--- config.mk ---
export PLATFORM = sky130hd
export DESIGN_NAME = dk_dma_engine
export DESIGN_NICKNAME = d
export VERILOG_FILES = /design/src/rtl/dk_pkg.sv /design/src/rtl/dk_guard.sv /design/src/rtl/dk_disk_addr.sv /design/src/rtl/dk_dma_engine.sv
export SDC_FILE = /design/constraint.sdc
export NUM_CORES = 1
export LEC_CHECK = 0
export BUFFER_PORTS_ARGS = -buffer_cell sky130_fd_sc_hd__buf_2
export CAP_MARGIN = 5
export CORE_MARGIN = 3
export CORE_UTILIZATION = 50
export CTS_CLUSTER_DIAMETER = 60
export DETAILED_ROUTE_END_ITERATION = 7
export MAX_ROUTING_LAYER = met4
export PLACE_DENSITY = 0.93
export SETUP_SLACK_MARGIN = 0.2
export SKIP_LAST_GASP = 1
export SLEW_MARGIN = 15
export SYNTH_ARGS = -nofsm -noshare
export SYNTH_HDL_FRONTEND = slang
export SYNTH_SLANG_ARGS = --single-unit
--- constraint.sdc ---
create_clock -name clk -period 3.55 [get_ports clk]
set_input_delay 0.355 -clock clk [delete_from_list [all_inputs] [get_ports clk]]
set_output_delay 0.355 -clock clk [all_outputs]
set_load 0.03 [all_outputs]
--- src/rtl/dk_pkg.sv ---
package dk_pkg;
    localparam int DK_DA_W        = 20;
    localparam int DK_WORD_W      = 12;
    localparam int DK_MEX_W       = 3;
    localparam int DK_TRACK_LOG   = 11;
    localparam int DK_PLATTER_LOG = 18;
    localparam int DK_PSEL_W      = 2;
    localparam int DK_LOCK_W      = 32;
    localparam int DK_WC_LOC      = 'o7750;
    localparam int DK_MA_LOC      = 'o7751;

    typedef enum logic [3:0] {
        ST_IDLE,
        ST_HEAD,
        ST_GATE,
        ST_CHK,
        ST_WC_RD,
        ST_WC_WR,
        ST_MA_RD,
        ST_MA_WR,
        ST_DATA,
        ST_DWR,
        ST_NEXT
    } dk_state_e;

    typedef enum logic {
        DK_FN_READ  = 1'b0,
        DK_FN_WRITE = 1'b1
    } dk_func_e;

    typedef struct packed {
        logic wlock;
        logic nxd;
    } dk_err_t;
endpackage

--- src/rtl/dk_guard.sv ---
module dk_guard #(
    parameter int DA_W        = dk_pkg::DK_DA_W,
    parameter int LOCK_W      = dk_pkg::DK_LOCK_W,
    parameter int PSEL_W      = dk_pkg::DK_PSEL_W,
    parameter int PLATTER_LOG = dk_pkg::DK_PLATTER_LOG,
    parameter int TRACK_LOG   = dk_pkg::DK_TRACK_LOG
) (
    input  logic [DA_W-1:0]      da,
    input  logic [PSEL_W-1:0]    platters_m1,
    input  logic [LOCK_W-1:0]    wlock_mask,
    input  logic [TRACK_LOG-1:0] head_pos,
    output logic                 beyond_cap,
    output logic                 locked,
    output logic                 at_head
);
    localparam int CAP_W = DA_W + 1;
    localparam int IDX_W = $clog2(LOCK_W);
    localparam int HI_W  = DA_W - PLATTER_LOG;
    localparam int LO_W  = IDX_W - HI_W;

    logic [CAP_W-1:0] cap;
    logic [IDX_W-1:0] idx;

    always_comb begin
        // capacity grows in whole platters
        cap        = (CAP_W'(platters_m1) + CAP_W'(1)) << PLATTER_LOG;
        beyond_cap = {1'b0, da} >= cap;
        // platter bits on top, the three bits below the skipped one beneath
        idx        = {da[DA_W-1 -: HI_W], da[PLATTER_LOG-2 -: LO_W]};
        locked     = wlock_mask[idx];
        at_head    = da[TRACK_LOG-1:0] == head_pos;
    end
endmodule

--- src/rtl/dk_disk_addr.sv ---
module dk_disk_addr #(
    parameter int DA_W = dk_pkg::DK_DA_W
) (
    input  logic            clk,
    input  logic            rst,
    input  logic            load,
    input  logic [DA_W-1:0] load_val,
    input  logic            inc,
    output logic [DA_W-1:0] da
);
    always_ff @(posedge clk) begin
        if (rst)       da <= '0;
        else if (load) da <= load_val;
        else if (inc)  da <= da + 1'b1;
    end


    da_step_chk: assert property (@(posedge clk) disable iff (rst)
        (inc && !load) |=> (da == $past(da) + DA_W'(1)));
endmodule

--- src/rtl/dk_dma_engine.sv ---
module dk_dma_engine
    import dk_pkg::*;
#(
    parameter int DA_W        = DK_DA_W,
    parameter int WORD_W      = DK_WORD_W,
    parameter int MEX_W       = DK_MEX_W,
    parameter int TRACK_LOG   = DK_TRACK_LOG,
    parameter int PLATTER_LOG = DK_PLATTER_LOG,
    parameter int PSEL_W      = DK_PSEL_W,
    parameter int LOCK_W      = DK_LOCK_W,
    parameter int PHYS_WORDS  = 24576
) (
    input  logic                 clk,
    input  logic                 rst,
    input  logic                 start,
    input  logic                 start_write,
    input  logic [DA_W-1:0]      start_da,
    input  logic [MEX_W-1:0]     mex,
    input  logic                 burst,
    input  logic [PSEL_W-1:0]    platters_m1,
    input  logic [LOCK_W-1:0]    wlock_mask,
    input  logic                 word_tick,
    input  logic [TRACK_LOG-1:0] head_pos,
    output logic                 mem_req,
    output logic                 mem_we,
    output logic [WORD_W+MEX_W-1:0] mem_addr,
    output logic [WORD_W-1:0]    mem_wdata,
    input  logic [WORD_W-1:0]    mem_rdata,
    output logic [DA_W-1:0]      dsk_addr,
    input  logic [WORD_W-1:0]    dsk_rdata,
    output logic                 dsk_we,
    output logic [WORD_W-1:0]    dsk_wdata,
    output logic                 busy,
    output logic                 done,
    output logic                 err_wlock,
    output logic                 err_nxd,
    output logic [DA_W-1:0]      da_out
);
    localparam int PA_W = WORD_W + MEX_W;
    localparam logic [PA_W-1:0] WC_LOC = PA_W'(DK_WC_LOC);
    localparam logic [PA_W-1:0] MA_LOC = PA_W'(DK_MA_LOC);

    dk_state_e         state;
    dk_func_e          func;
    dk_err_t           err;
    logic [MEX_W-1:0]  mex_q;
    logic [WORD_W-1:0] wc_q;
    logic [WORD_W-1:0] ma_q;
    logic              done_q;
    logic [DA_W-1:0]   da;
    logic              da_load;
    logic              da_inc;
    logic              beyond_cap;
    logic              locked;
    logic              at_head;
    logic [PA_W-1:0]   pa;
    logic              pa_ok;

    assign da_load = (state == ST_IDLE) && start;
    assign pa      = {mex_q, ma_q};
    assign pa_ok   = 32'(pa) < 32'(PHYS_WORDS);

    dk_disk_addr #(.DA_W(DA_W)) u_da (
        .clk      (clk),
        .rst      (rst),
        .load     (da_load),
        .load_val (start_da),
        .inc      (da_inc),
        .da       (da)
    );

    dk_guard #(
        .DA_W        (DA_W),
        .LOCK_W      (LOCK_W),
        .PSEL_W      (PSEL_W),
        .PLATTER_LOG (PLATTER_LOG),
        .TRACK_LOG   (TRACK_LOG)
    ) u_guard (
        .da          (da),
        .platters_m1 (platters_m1),
        .wlock_mask  (wlock_mask),
        .head_pos    (head_pos),
        .beyond_cap  (beyond_cap),
        .locked      (locked),
        .at_head     (at_head)
    );

    // access decode per state
    always_comb begin
        mem_req   = 1'b0;
        mem_we    = 1'b0;
        mem_addr  = WC_LOC;
        mem_wdata = '0;
        dsk_we    = 1'b0;
        dsk_wdata = mem_rdata;
        da_inc    = 1'b0;
        unique case (state)
            ST_WC_RD: mem_req = 1'b1;
            ST_WC_WR: begin
                mem_req   = 1'b1;
                mem_we    = 1'b1;
                mem_wdata = mem_rdata + 1'b1;
            end
            ST_MA_RD: begin
                mem_req  = 1'b1;
                mem_addr = MA_LOC;
            end
            ST_MA_WR: begin
                mem_req   = 1'b1;
                mem_we    = 1'b1;
                mem_addr  = MA_LOC;
                mem_wdata = mem_rdata + 1'b1;
            end
            ST_DATA: begin
                mem_addr = pa;
                if (func == DK_FN_WRITE) begin
                    mem_req = 1'b1;
                end else begin
                    mem_req   = pa_ok;
                    mem_we    = 1'b1;
                    mem_wdata = dsk_rdata;
                end
            end
            ST_DWR:  dsk_we = !locked;
            ST_NEXT: da_inc = 1'b1;
            default: ;
        endcase
    end

    always_ff @(posedge clk) begin
        if (rst) begin
            state  <= ST_IDLE;
            func   <= DK_FN_READ;
            err    <= '0;
            mex_q  <= '0;
            wc_q   <= '0;
            ma_q   <= '0;
            done_q <= 1'b1;
        end else begin
            unique case (state)
                ST_IDLE: if (start) begin
                    func   <= start_write ? DK_FN_WRITE : DK_FN_READ;
                    mex_q  <= mex;
                    err    <= '0;
                    done_q <= 1'b0;
                    state  <= ST_HEAD;
                end
                ST_HEAD: if (at_head)   state <= ST_CHK;
                ST_GATE: if (word_tick) state <= ST_CHK;
                ST_CHK: begin
                    if (beyond_cap) begin
                        err.nxd <= 1'b1;
                        done_q  <= 1'b1;
                        state   <= ST_IDLE;
                    end else begin
                        state <= ST_WC_RD;
                    end
                end
                ST_WC_RD: state <= ST_WC_WR;
                ST_WC_WR: begin
                    wc_q  <= mem_rdata + 1'b1;
                    state <= ST_MA_RD;
                end
                ST_MA_RD: state <= ST_MA_WR;
                ST_MA_WR: begin
                    ma_q  <= mem_rdata + 1'b1;
                    state <= ST_DATA;
                end
                ST_DATA: state <= (func == DK_FN_WRITE) ? ST_DWR : ST_NEXT;
                ST_DWR: begin
                    if (locked) err.wlock <= 1'b1;
                    state <= ST_NEXT;
                end
                ST_NEXT: begin
                    if (wc_q == '0 || err != '0) begin
                        done_q <= 1'b1;
                        state  <= ST_IDLE;
                    end else begin
                        state <= burst ? ST_CHK : ST_GATE;
                    end
                end
                default: state <= ST_IDLE;
            endcase
        end
    end

    assign busy      = state != ST_IDLE;
    assign done      = done_q;
    assign err_wlock = err.wlock;
    assign err_nxd   = err.nxd;
    assign dsk_addr  = da;
    assign da_out    = da;


    done_busy_chk: assert property (@(posedge clk) disable iff (rst)
        done |-> !busy);


    start_take_chk: assert property (@(posedge clk) disable iff (rst)
        (start && !busy) |=> (busy && !done && !err_wlock && !err_nxd));


    lock_nowrite_chk: assert property (@(posedge clk) disable iff (rst)
        $rose(err_wlock) |-> !$past(dsk_we));


    nxd_stop_chk: assert property (@(posedge clk) disable iff (rst)
        $rose(err_nxd) |-> (done && !busy));


    ma_order_chk: assert property (@(posedge clk) disable iff (rst)
        (state == ST_MA_WR) |-> $past(mem_req && !mem_we && mem_addr == MA_LOC));


    mem_range_chk: assert property (@(posedge clk) disable iff (rst)
        (mem_req && mem_we) |-> (32'(mem_addr) < 32'(PHYS_WORDS)));


    gate_tick_chk: assert property (@(posedge clk) disable iff (rst)
        (state == ST_CHK && $past(state) == ST_GATE) |-> $past(word_tick));
endmodule

==> flow_summary.json <==
{
  "fill_cells": 607,
  "fin_cells": 693,
  "ff_latch_area_um2": 1100,
  "setup_tns_ps": 0,
  "worst_hold_slack_ps": 280,
  "clk_pin_slew_worst_paths_ps": 100,
  "fin_area_um2": 4490,
  "grt_pass1_wl_um": 16800,
  "drtIter0Drc": 144,
  "grt_usage": 0.248,
  "dr.pass1.iters": 4,
  "wirelength_met1_um": 4100,
  "vias": 3888,
  "num_antenna_cells": 0,
  "netlist.area_leader.share": 0.294,
  "synth_area_leader_cell": "dfxtp_1",
  "setup_slack_ps": 551,
  "skew_ps": 7.07,
  "period_needed_ps": 3000,
  "netlist_top_cells_area": "dfxtp_1 29%, buf_4 7.2%, a211oi_1 6.2%, xnor2_1 5.6%, nor2_1 4.8%",
  "hold_viol_final": 0,
  "netlist_instances": 467,
  "pwr-share-comb": 0.399,
  "worstMarginPinSlew_ps": 1020,
  "cts.path.max_buffers": 2,
  "grt_pass1_vias": 3614,
  "gp_congestion": 0.866,
  "r2r-start": "state[1]",
  "cp-start-kind": "flip-flop",
  "grt_max_degree": 57,
  "drc": 0,
  "p_seq_frac": 0.429,
  "critPathKind": "flip-flop to output port",
  "cts_made_buffers": 5,
  "pwr-share-clk": 0.173,
  "vias_per_cell": 5.61,
  "cp_data_arrival_time_ps": 2640,
  "die-width_um": 92.6,
  "p_sw_mw": 0.837,
  "clock_latency_ps": 300,
  "placed_cells": 685,
  "status": "finished, final reports clean",
  "multi_input_area_um2": 2190,
  "fin_crit_sh": 0.845,
  "setup_viol": 0,
  "required_ps": 3190,
  "ant_nets": 0,
  "leakage_nw": 1.88,
  "cts_tree": "done",
  "clock.fmax_ghz": 0.333,
  "routedWlPerCell_um": 15.4,
  "core_area_um2": 7020,
  "fin_total_pwr_mw": 1.95,
  "yosysUniqueCellTypes": 55,
  "powerDensity_nw_per_um2": 435,
  "synth-seq-area-share": 0.294,
  "hold_path_startpoint": "start_da[0]",
  "area_growth_syn_to_layout_pct": 19.9,
  "start_util": 0.534,
  "dr_wl_met3_um": 918,
  "slew_headroom": 0.323,
  "power_switching_share": 0.428,
  "die_area_um2": 8570,
  "die_height_um": 92.6,
  "top_level_ports": 184,
  "cts_setup_buffers": 0,
  "grt_setup_unrepaired": "false",
  "dp_hpwl_um": 8390,
  "route.met2.wl_um": 5420,
  "num_rows": 30,
  "setup.worst_path.end_class": "output port",
  "vdd_drop_max_v": 0.000159,
  "post_cts_resized": 0,
  "io_buffers": 183,
  "htree_levels": 2,
  "synthFlopType": "dfxtp_1",
  "startpoint": "state[1]",
  "top_layer": "met4",
  "synth.cell_area_um2": 3750,
  "ys_ff_latch": 55,
  "final_util": 0.640,
  "fin_nets": 700,
  "antenna_found_initial": 0,
  "placed_area_um2": 4410,
  "finalWirelength_um": 10700,
  "postSynthNetCount": 571,
  "max_cap_violations": 0,
  "synthArstFlopShare": 0,
  "cp_max_fo": 19,
  "cts_root_buffer": "clkbuf_8",
  "gr-total-overflow": 0,
  "cts_sinks": 55,
  "maxSlewViolCount": 0,
  "synth_warnings": 0,
  "syn_area_per_cell_um2": 8.02,
  "place_ws_ps": 949,
  "hold_buffers": 0,
  "cellInternalPower_mw": 1.12,
  "drive_gt1_frac": 0.355,
  "synth_enable_flop_cells": 0,
  "hold_path_class": "primary input to flip-flop"
}
cells in the final DEF (no fill, tap or decap), types with 2 or more instances in the layout:
cell type / synthesis / layout
xor2_1: 7 / 7
nor4_2: 4 / 4
nor4_1: 9 / 9
and4_1: 2 / 2
mux2_2: 3 / 3
or3_1: 11 / 11
mux4_2: 4 / 4
mux2i_1: 7 / 7
ha_1: 6 / 6
a211oi_1: 31 / 31
nand3_1: 18 / 18
inv_1: 16 / 16
a22oi_1: 3 / 3
clkbuf_8: 0 / 5
buf_2: 9 / 183
a21oi_1: 19 / 19
nand4_1: 10 / 10
nor2_1: 48 / 48
a21o_1: 3 / 3
a311oi_1: 7 / 7
nor2b_1: 4 / 4
buf_4: 36 / 2
a31oi_1: 2 / 2
nand3_4: 2 / 2
nand2_1: 41 / 41
and2_1: 9 / 9
nand2b_1: 8 / 8
and3_1: 2 / 2
o21ai_0: 21 / 21
o22ai_1: 2 / 2
xnor2_1: 24 / 24
nor3_1: 5 / 5
dfxtp_1: 55 / 55
flip-flops by register name (all words and copies together), names as in the netlist:
signal     cells
wc_q          12
err_nxd        1
u_da.da       20
err_wlock      1
done           1
ma_q          12
state          4
mex_q          3
func           1
metal layers:
| metal | vias to the layer above | GRT usage |
|---|---|---|
| met3 | 23 | 0.0422 |
| met4 | 0 | 0.0792 |
| met2 | 195 | 0.451 |
| met5 | - | - |
| li1 | 1891 | - |
| met1 | 1779 | 0.276 |
cells by family (layout without fill, tap and decap cells):
family	count (synthesis)	after routing	synth area share
simple gates	183	183	0.265
compound gates	98	98	0.174
buf+inv	79	209	0.120
flops	55	55	0.294
xor+xnor	31	31	0.0725
mux	15	15	0.0548
fa+ha+maj	6	6	0.0200
cell type report:
| cell class | instances | area share |
|---|---|---|
| flip-flops and latches | 55 | 0.245 |
| clock buffers | 6 | 0.0162 |
| multi-input cells | 333 | 0.489 |
| repair buffers | 185 | 0.207 |
| clock inverters | 2 | 0.00279 |
| inverters | 16 | 0.0134 |
| well taps | 96 | 0.0267 |
synth_stat cells, types with 8 or more instances:
cell type / number
a211oi_1: 31
a21oi_1: 19
and2_1: 9
buf_2: 9
buf_4: 36
clkbuf_1: 17
dfxtp_1: 55
inv_1: 16
nand2_1: 41
nand2b_1: 8
nand3_1: 18
nand4_1: 10
nor2_1: 48
nor4_1: 9
o21ai_0: 21
or3_1: 11
xnor2_1: 24
power groups by stage:
stage | Sequential, mW | Combinational (mW) | Clock [mW]
6_report | 0.838 | 0.780 | 0.337
3_5_place_dp | 0.849 | 0.780 | 0
5_1_grt | 0.855 | 0.841 | 0.373
4_1_cts | 0.834 | 0.783 | 0.345
2_1_floorplan | 0.850 | 0.604 | 0
3_3_place_gp | 0.840 | 0.764 | 0
final timing paths:
path             endpoint  slack [ps]  cells after the start
max          mem_wdata[1]         550                      5
min            u_da.da[0]         280                      3
max reg2reg   u_da.da[18]        1120                      5
min reg2reg       ma_q[1]         460                      2
worst max-delay path, cell delays in order, from the launching register on:
cell and delay, ps:
dfxtp_1 760, inv_1 290, and3_1 440, and2_1 410
a32o_1 260, buf_2 170
Note: power is estimated with default switching activity, not from simulation.
